`src/rtl/ser_port_pkg.sv`:
```
package ser_port_pkg;
    localparam int unsigned SP_WORD_W = 16;

    // external clock synchronizer stages
    typedef struct packed {
        logic s1;
        logic s2;
        logic s3;
    } xsync_t;

    // top-level request edge memory and sync marker
    typedef struct packed {
        logic conv_prev;
        logic sel_prev;
        logic sync;
    } top_st_t;
endpackage

```
`src/rtl/sp_xclk_sync.sv`:
```
module sp_xclk_sync
    import ser_port_pkg::*;
(
    input  logic clk,
    input  logic rst_n,
    input  logic ext_dclk,
    output logic x_lvl,
    output logic x_fall
);
    xsync_t st_d, st_q;

    always_comb begin
        st_d    = st_q;
        st_d.s1 = ext_dclk;
        st_d.s2 = st_q.s1;
        st_d.s3 = st_q.s2;
    end

    always_ff @(posedge clk or negedge rst_n) begin
        if (!rst_n) st_q <= '0;
        else        st_q <= st_d;
    end

    assign x_lvl  = st_q.s2;
    assign x_fall = st_q.s3 & ~st_q.s2;
endmodule

```
`src/rtl/sp_int_clkgen.sv`:
```
module sp_int_clkgen #(
    parameter int unsigned HALF_DIV = 4,
    parameter int unsigned WORD_W   = 16
) (
    input  logic clk,
    input  logic rst_n,
    input  logic start,
    input  logic abort,
    output logic dclk,
    output logic fall,
    output logic running,
    output logic first_hi
);
    localparam int unsigned DW = (HALF_DIV < 2) ? 1 : $clog2(HALF_DIV);
    localparam int unsigned CW = $clog2(WORD_W + 1);

    typedef struct packed {
        logic          run;
        logic [DW-1:0] div;
        logic          dclk;
        logic [CW-1:0] cnt;
    } gen_t;

    gen_t g_d, g_q;
    logic fall_c;

    always_comb begin
        g_d    = g_q;
        fall_c = 1'b0;
        if (abort) begin
            g_d = '0;
        end else if (!g_q.run) begin
            if (start) begin
                g_d.run  = 1'b1;
                g_d.div  = '0;
                g_d.dclk = 1'b0;
                g_d.cnt  = '0;
            end
        end else if (g_q.div == DW'(HALF_DIV - 1)) begin
            g_d.div  = '0;
            g_d.dclk = ~g_q.dclk;
            if (g_q.dclk) begin
                fall_c  = 1'b1;
                g_d.cnt = g_q.cnt + 1'b1;
                if (g_q.cnt == CW'(WORD_W - 1)) g_d.run = 1'b0;
            end
        end else begin
            g_d.div = g_q.div + 1'b1;
        end
    end

    always_ff @(posedge clk or negedge rst_n) begin
        if (!rst_n) g_q <= '0;
        else        g_q <= g_d;
    end

    assign dclk     = g_q.dclk;
    assign fall     = fall_c;
    assign running  = g_q.run;
    assign first_hi = g_q.run & g_q.dclk & (g_q.cnt == '0);
endmodule

```
`src/rtl/sp_shifter.sv`:
```
module sp_shifter #(
    parameter int unsigned WORD_W = 16
) (
    input  logic              clk,
    input  logic              rst_n,
    input  logic              load,
    input  logic [WORD_W-1:0] load_val,
    input  logic              shift,
    input  logic              din,
    output logic              msb,
    output logic              at_first
);
    localparam int unsigned CW = $clog2(WORD_W + 1);

    typedef struct packed {
        logic [WORD_W-1:0] sr;
        logic [CW-1:0]     cnt;
    } sh_t;

    sh_t s_d, s_q;

    always_comb begin
        s_d = s_q;
        if (load) begin
            s_d.sr  = load_val;
            s_d.cnt = '0;
        end else if (shift) begin
            s_d.sr = {s_q.sr[WORD_W-2:0], din};
            if (s_q.cnt != CW'(WORD_W)) s_d.cnt = s_q.cnt + 1'b1;
        end
    end

    always_ff @(posedge clk or negedge rst_n) begin
        if (!rst_n) s_q <= '0;
        else        s_q <= s_d;
    end

    assign msb      = s_q.sr[WORD_W-1];
    assign at_first = (s_q.cnt == '0);
endmodule

```
`src/rtl/ser_result_port.sv`:
```
module ser_result_port
    import ser_port_pkg::*;
#(
    parameter int unsigned WORD_W   = SP_WORD_W,
    parameter int unsigned HALF_DIV = 4
) (
    input  logic              clk,
    input  logic              rst_n,
    input  logic              par_mode,
    input  logic              ext_mode,
    input  logic              cs_n,
    input  logic              rd_nconv,
    input  logic              busy,
    input  logic              ext_dclk,
    input  logic              tag_in,
    input  logic [WORD_W-1:0] result,
    output logic              sdata,
    output logic              sdata_oe,
    output logic              dclk_out,
    output logic              dclk_dir,
    output logic              sync
);
    top_st_t t_d, t_q;

    logic int_en, conv_lvl, conv_start, sel, sel_start;
    logic gen_fall, gen_run, gen_first, gen_dclk;
    logic x_lvl, x_fall;
    logic sh_load, sh_shift, sh_din, sh_first;

    assign int_en     = ~ext_mode & ~par_mode;
    assign conv_lvl   = int_en & ~cs_n & ~rd_nconv;
    assign conv_start = conv_lvl & ~t_q.conv_prev;
    assign sel        = ext_mode & ~par_mode & ~cs_n & rd_nconv;
    assign sel_start  = sel & ~t_q.sel_prev;

    sp_xclk_sync u_xs (
        .clk      (clk),
        .rst_n    (rst_n),
        .ext_dclk (ext_dclk),
        .x_lvl    (x_lvl),
        .x_fall   (x_fall)
    );

    sp_int_clkgen #(.HALF_DIV(HALF_DIV), .WORD_W(WORD_W)) u_gen (
        .clk      (clk),
        .rst_n    (rst_n),
        .start    (conv_start),
        .abort    (~int_en),
        .dclk     (gen_dclk),
        .fall     (gen_fall),
        .running  (gen_run),
        .first_hi (gen_first)
    );

    assign sh_load  = (conv_start & ~gen_run) | sel_start;
    assign sh_shift = gen_fall | (sel & x_fall);
    assign sh_din   = ext_mode & tag_in;

    sp_shifter #(.WORD_W(WORD_W)) u_sh (
        .clk      (clk),
        .rst_n    (rst_n),
        .load     (sh_load),
        .load_val (result),
        .shift    (sh_shift),
        .din      (sh_din),
        .msb      (sdata),
        .at_first (sh_first)
    );

    always_comb begin
        t_d           = t_q;
        t_d.conv_prev = conv_lvl;
        t_d.sel_prev  = sel;
        if (ext_mode) t_d.sync = sel & x_lvl & sh_first;
        else          t_d.sync = gen_first;
    end

    always_ff @(posedge clk or negedge rst_n) begin
        if (!rst_n) t_q <= '0;
        else        t_q <= t_d;
    end

    assign sdata_oe = ~par_mode & (ext_mode ? (~cs_n & rd_nconv) : ~busy);
    assign dclk_out = gen_dclk;
    assign dclk_dir = ~ext_mode;
    assign sync     = t_q.sync;
endmodule

```
`config.mk`:
```
export PLATFORM = sky130hd
export DESIGN_NAME = ser_result_port
export DESIGN_NICKNAME = d
export VERILOG_FILES = /design/src/rtl/ser_port_pkg.sv /design/src/rtl/sp_xclk_sync.sv /design/src/rtl/sp_int_clkgen.sv /design/src/rtl/sp_shifter.sv /design/src/rtl/ser_result_port.sv
export SDC_FILE = /design/constraint.sdc
export NUM_CORES = 1
export LEC_CHECK = 0
export ABC_AREA = 1
export BUFFER_PORTS_ARGS = -buffer_cell sky130_fd_sc_hd__buf_2
export CORE_MARGIN = 3
export CORE_UTILIZATION = 30
export DETAILED_ROUTE_END_ITERATION = 8
export SLEW_MARGIN = 25
export SYNTH_ARGS = -nofsm -noshare
export SYNTH_HDL_FRONTEND = slang
export SYNTH_SLANG_ARGS = --single-unit
```
`constraint.sdc`:
```
create_clock -name clk -period 2.35 [get_ports clk]
set_input_delay 0.705 -clock clk [delete_from_list [all_inputs] [get_ports clk]]
set_output_delay 0.705 -clock clk [all_outputs]
set_load 0.01 [all_outputs]
```
* Word-level counts from Yosys, hierarchy flattened
Index checks and enable logic that the tools add are counted.
Storage, ports and cells: bits in registers 36, bits in writable memories 0, output and inout bits 5, bits in latches 0, memories kept 0, memory bits (read-only) 0, bits of input ports 25, logic and storage cells 76
Operators by class: $mul 0, multiplexer cells 18, reduce and logical (&&, ||, !) cells 7, add/subtract/negate cells 3, shifts and indexed selects 0, order comparisons 0, bitwise gates (word level) 30, equal/unequal tests 6, divide/modulo/power cells 0
Operators with widths (count):
- 21-bit two-way mux | 2
- 9-bit two-way mux | 3
- 1-bit AND | 18
- 5-bit by 1-bit adder with 5-bit output, second input constant | 2
- 5-bit zero test | 2
- 5-bit two-way mux | 2
- 1-bit inverter | 10
- 1-bit two-way mux | 9
- 6-bit two-way mux | 1
- 3-bit != test, second input constant | 2
- 5-bit by 4-bit == test with 1-bit output, second input constant | 1
- 5-bit != test, second input constant | 1
- 2-bit AND reduction | 2
- 2-bit nonzero test | 2
- 3-bit by 1-bit != test with 1-bit output, second input constant | 1
- 3-bit AND reduction | 1
- 2-bit by 1-bit adder with 2-bit output, second input constant | 1
- 2-bit == test, second input constant | 1
- 2-bit two-way mux | 1
- 1-bit bitwise OR | 2

* Depth between registers and ports, before layout
word-level depth 9, mapped depth 9

* Modules after synthesis
From an unflattened synthesis, not the netlist that was laid out.
Second synthesis, totals: cell total of the unflattened synthesis 220, area total of the unflattened synthesis 1930.6 µm²
Modules (own cells, without submodules):
- sp_shifter | cells each 119, times used 1, area an instance 1131.1 µm², sequential area each 525.5 µm²
- sp_int_clkgen | cells each 68, times used 1, area an instance 509.2 µm², sequential area each 225.2 µm²
- ser_result_port | cells each 28, times used 1, area an instance 205.2 µm², sequential area each 75.1 µm²
- sp_xclk_sync | cells each 5, times used 1, area an instance 85.1 µm², sequential area each 75.1 µm²

* Least setup slack after synthesis
No wires, ideal clock.
path type input to output, start input par_mode, end output sdata_oe, data required time 1.645 ns, slack 0.427 ns, arrival 1.218 ns, path buffers 0, stages 3, cell sequence nor2_4 -> inv_1 -> o21ai_0
On the way: cells in the longest elaborated chain, start to end 2
Ends and longest elaborated chain:
- start: declaration | RTL line ser_result_port.sv:9 | input logic par_mode,
- 1-bit inverter | RTL line ser_result_port.sv:83 | assign sdata_oe = ~par_mode & (ext_mode ? (~cs_n & rd_nconv) : ~busy);
- 1-bit AND | RTL line ser_result_port.sv:83
- end: declaration | RTL line ser_result_port.sv:18 | output logic sdata_oe,
No other way between the ends.

* Worst setup path after layout
Same ends and word-level chain as after synthesis.

==> flow_summary.ini <==
[worst_setup_path]
worstPathRequired_ns = 1.64
cp_slowest_stage_delay_ns = 0.21
cp_cell_sequence = buf_2 -> nor2_4 -> nand2_4 -> o21ai_0 -> buf_2
cp_slowest_cell = nor2_4
reg2reg_from = u_gen.running$_DFF_PN0_
worstPathMaxFanout = 3
critPathCaptureType = primary output
r2r_end = u_sh.s_q[1]$_DFFE_PN0P_
worst-setup-path-type = in -> out
crit_top_cell = buf_2
crit_buf_inv = 2
crit_family = simple AND/OR/NAND/NOR gates
cp.arrival_ns = 1.36
cp-start-kind = primary input
reg2reg_slack_ns = 0.66
reg2regPathDepth = 8

[sta]
post-route-worst-setup-slack_ns = 0.286
min_period_ns = 2.06
skew_ns = 0.00684
clock.fmax_mhz = 484
relSlewSlack_pct = 68.5
tns_ns = 0
rsz0062_at_grt = no
timing.hold.ws_ns = 0.360
setup_viol = 0
drv_slew = 0
tightest_slew_ns = 0.472
post-route-period-util_pct = 87.8
hold_viol_final = 0

[global_route]
grt_pass1_vias = 1647
grt_pass1_wl_um = 7730
met1_usage_pct = 16.0
top_usage_layer = met2
grt_use_met3_pct = 2.33
grt_max_degree = 37
grt_overflow = 0
grtUsageMet2_pct = 17.9
antenna_found_initial = 0
grtUsageTotal_pct = 11.6

[power_and_ir_drop]
switching_power_mw = 0.398
p_seq_share_pct = 49.2
vdd_ir_drop_max_uv = 265
power.density_nw_per_um2 = 611
p_sw_share_pct = 26.5
power_leakage_nw = 1.24
p_comb_share_pct = 13.8
internal_power_mw = 1.10
clockPowerShare_pct = 37.1

[die]
die_w_um = 90.3
pin_count = 30
dieArea_sq_um = 8150
rows = 30
initial_core_util_pct = 31.2
die_y_um = 90.3
core_area_sq_um = 6830

[logic_synthesis]
synth.distinct_cells = 33
yosysTopAreaCellShare_pct = 42.3
synth_common_cells = nand2_1, dfrtp_1, nand3_1
synth-seq-cells = 36
synth_ff_type = dfrtp_1
yosysMostFrequentCell = nand2_1
synthTopCellsByArea = dfrtp_1, nand2_1, nand3_1
yosys_warnings = 0
synthArstFlopShare_pct = 100
yosysSeqAreaShare_pct = 42.3
synth_area_leader_cell = dfrtp_1
syn_inst = 245
synth_edf_count = 0
syn_avg_cell_area_sq_um = 8.70
syn-num-nets = 276
netlist_area_sq_um = 2130

[cells_and_area]
area_delta_synth_final_pct = 15.1
final_layout_size_suffix_gt1_share_pct = 29.2
antenna_cells = 0
fin_cells = 373
finish.utilization_pct = 35.9
num-nets-final = 307

[cts]
clkTransAtPathRegs_ns = 0.07
htree_levels = 2
post_cts_buffers = 0
ctsResizeCount = 0
cts_root_buffer = clkbuf_8
clk_latency_ns = 0.29
cts_sinks = 36
cts_tree = done
hold_buffers = 0
clockBufferDepth = 2
cts_inserted_buffers = 5

[detailed_routing]
wl_um = 4260
viasPerCell = 4.37
wl_per_cell_um = 11.4
via_count = 1631
drc = 0
postRouteAntennaNets = 0
firstDrtPassIters = 4
first_iter_violations = 76

[placement]
portBuffers = 29
dp_cells = 365
gp_congestion = 0.762
hpwl_um = 2980
post-place-ws_ns = 0.272

[min_path]
hold_path_class = reg -> reg
hold_depth = 0
min_to = u_xs.x_lvl$_DFF_PN0_
worstHoldStart = u_xs.st_d[1]$_DFF_PN0_

[outcome]
outcome = finished clean

[flow_run]
maxCapViolCount = 0
==> worst reg2reg max path, cell delays in order (launching register included) <==
cell and delay [ns]:
dfrtp_1 0.56, nand2_1 0.15, nor2_2 0.13, nand2_2 0.21, nand2_4 0.18, nand2_2 0.12
nor2_2 0.17, nand2_1 0.07, nand2_1 0.06
==> metal layers <==
| metal | share of wire, % | vias to the layer above |
|---|---|---|
| met4 | 1.0 | 0 |
| li1 | - | 850 |
| met2 | 45 | 21 |
| met1 | 51 | 756 |
| met3 | 2.6 | 4 |
| met5 | 0 | - |
==> power groups by stage <==
stage / combinational (mW) / clock (mW) / sequential, mW
after CTS: 0.212 / 0.575 / 0.736
final: 0.206 / 0.555 / 0.737
after global placement: 0.206 / 0 / 0.745
after global routing: 0.237 / 0.599 / 0.748
after floorplan: 0.147 / 0 / 0.738
after detailed placement: 0.213 / 0 / 0.747
==> registers in the layout (all words and copies together), names as in the netlist <==
name,count
t_q,2
u_gen.dclk,1
u_xs.st_q,1
sync,1
u_sh.s_q,20
u_sh.msb,1
u_xs.x_lvl,1
u_gen.g_q,7
u_gen.running,1
u_xs.st_d,1
==> per-stage QoR <==
stage	area (sq um)	total power [mW]
after CTS	2450	1.52
after global placement	2340	0.951
after global routing	2450	1.58
after detailed placement	2340	0.960
after floorplan	2130	0.885
final	2450	1.50
==> placed cells by master (no fill, tap or decap), types with 4 or more instances in the layout <==
cell type / n
nand2_1: 57
dfrtp_1: 36
nand3_1: 31
buf_2: 29
inv_1: 23
nand2_2: 15
nor2_1: 11
nand3_2: 10
a21boi_0: 10
ha_1: 6
o21ai_0: 5
clkbuf_8: 5
a21boi_1: 4
==> logic make-up after synthesis <==
logic type,Yosys count,synth area share [%]
and+or+nand+nor,141,36.3
xor gates and xnor gates,3,1.23
AOI/OAI and AO/OA,25,8.40
buffers and inverters,34,8.22
adders and majority gates,6,3.52
DFF,36,42.3
==> worst max path at each step <==
stage | startpoint | endpoint | cells past startpoint
2_1_floorplan | par_mode | sdata_oe | 3
3_3_place_gp | par_mode | sdata_oe | 5
3_5_place_dp | par_mode | sdata_oe | 5
4_1_cts | par_mode | sdata_oe | 5
5_1_grt | par_mode | sdata_oe | 5
6_report | par_mode | sdata_oe | 5
==> final cells by class <==
class / count / area [sq um]
fillers: 749 / 4380
multi-input cells: 175 / 1050
flip-flops and latches: 36 / 901
repair buffers: 32 / 168
well taps: 96 / 120
inverters: 26 / 98.8
clock buffers: 5 / 68.8
clock inverters: 3 / 42.5
Power figures use the tool's default switching activity.
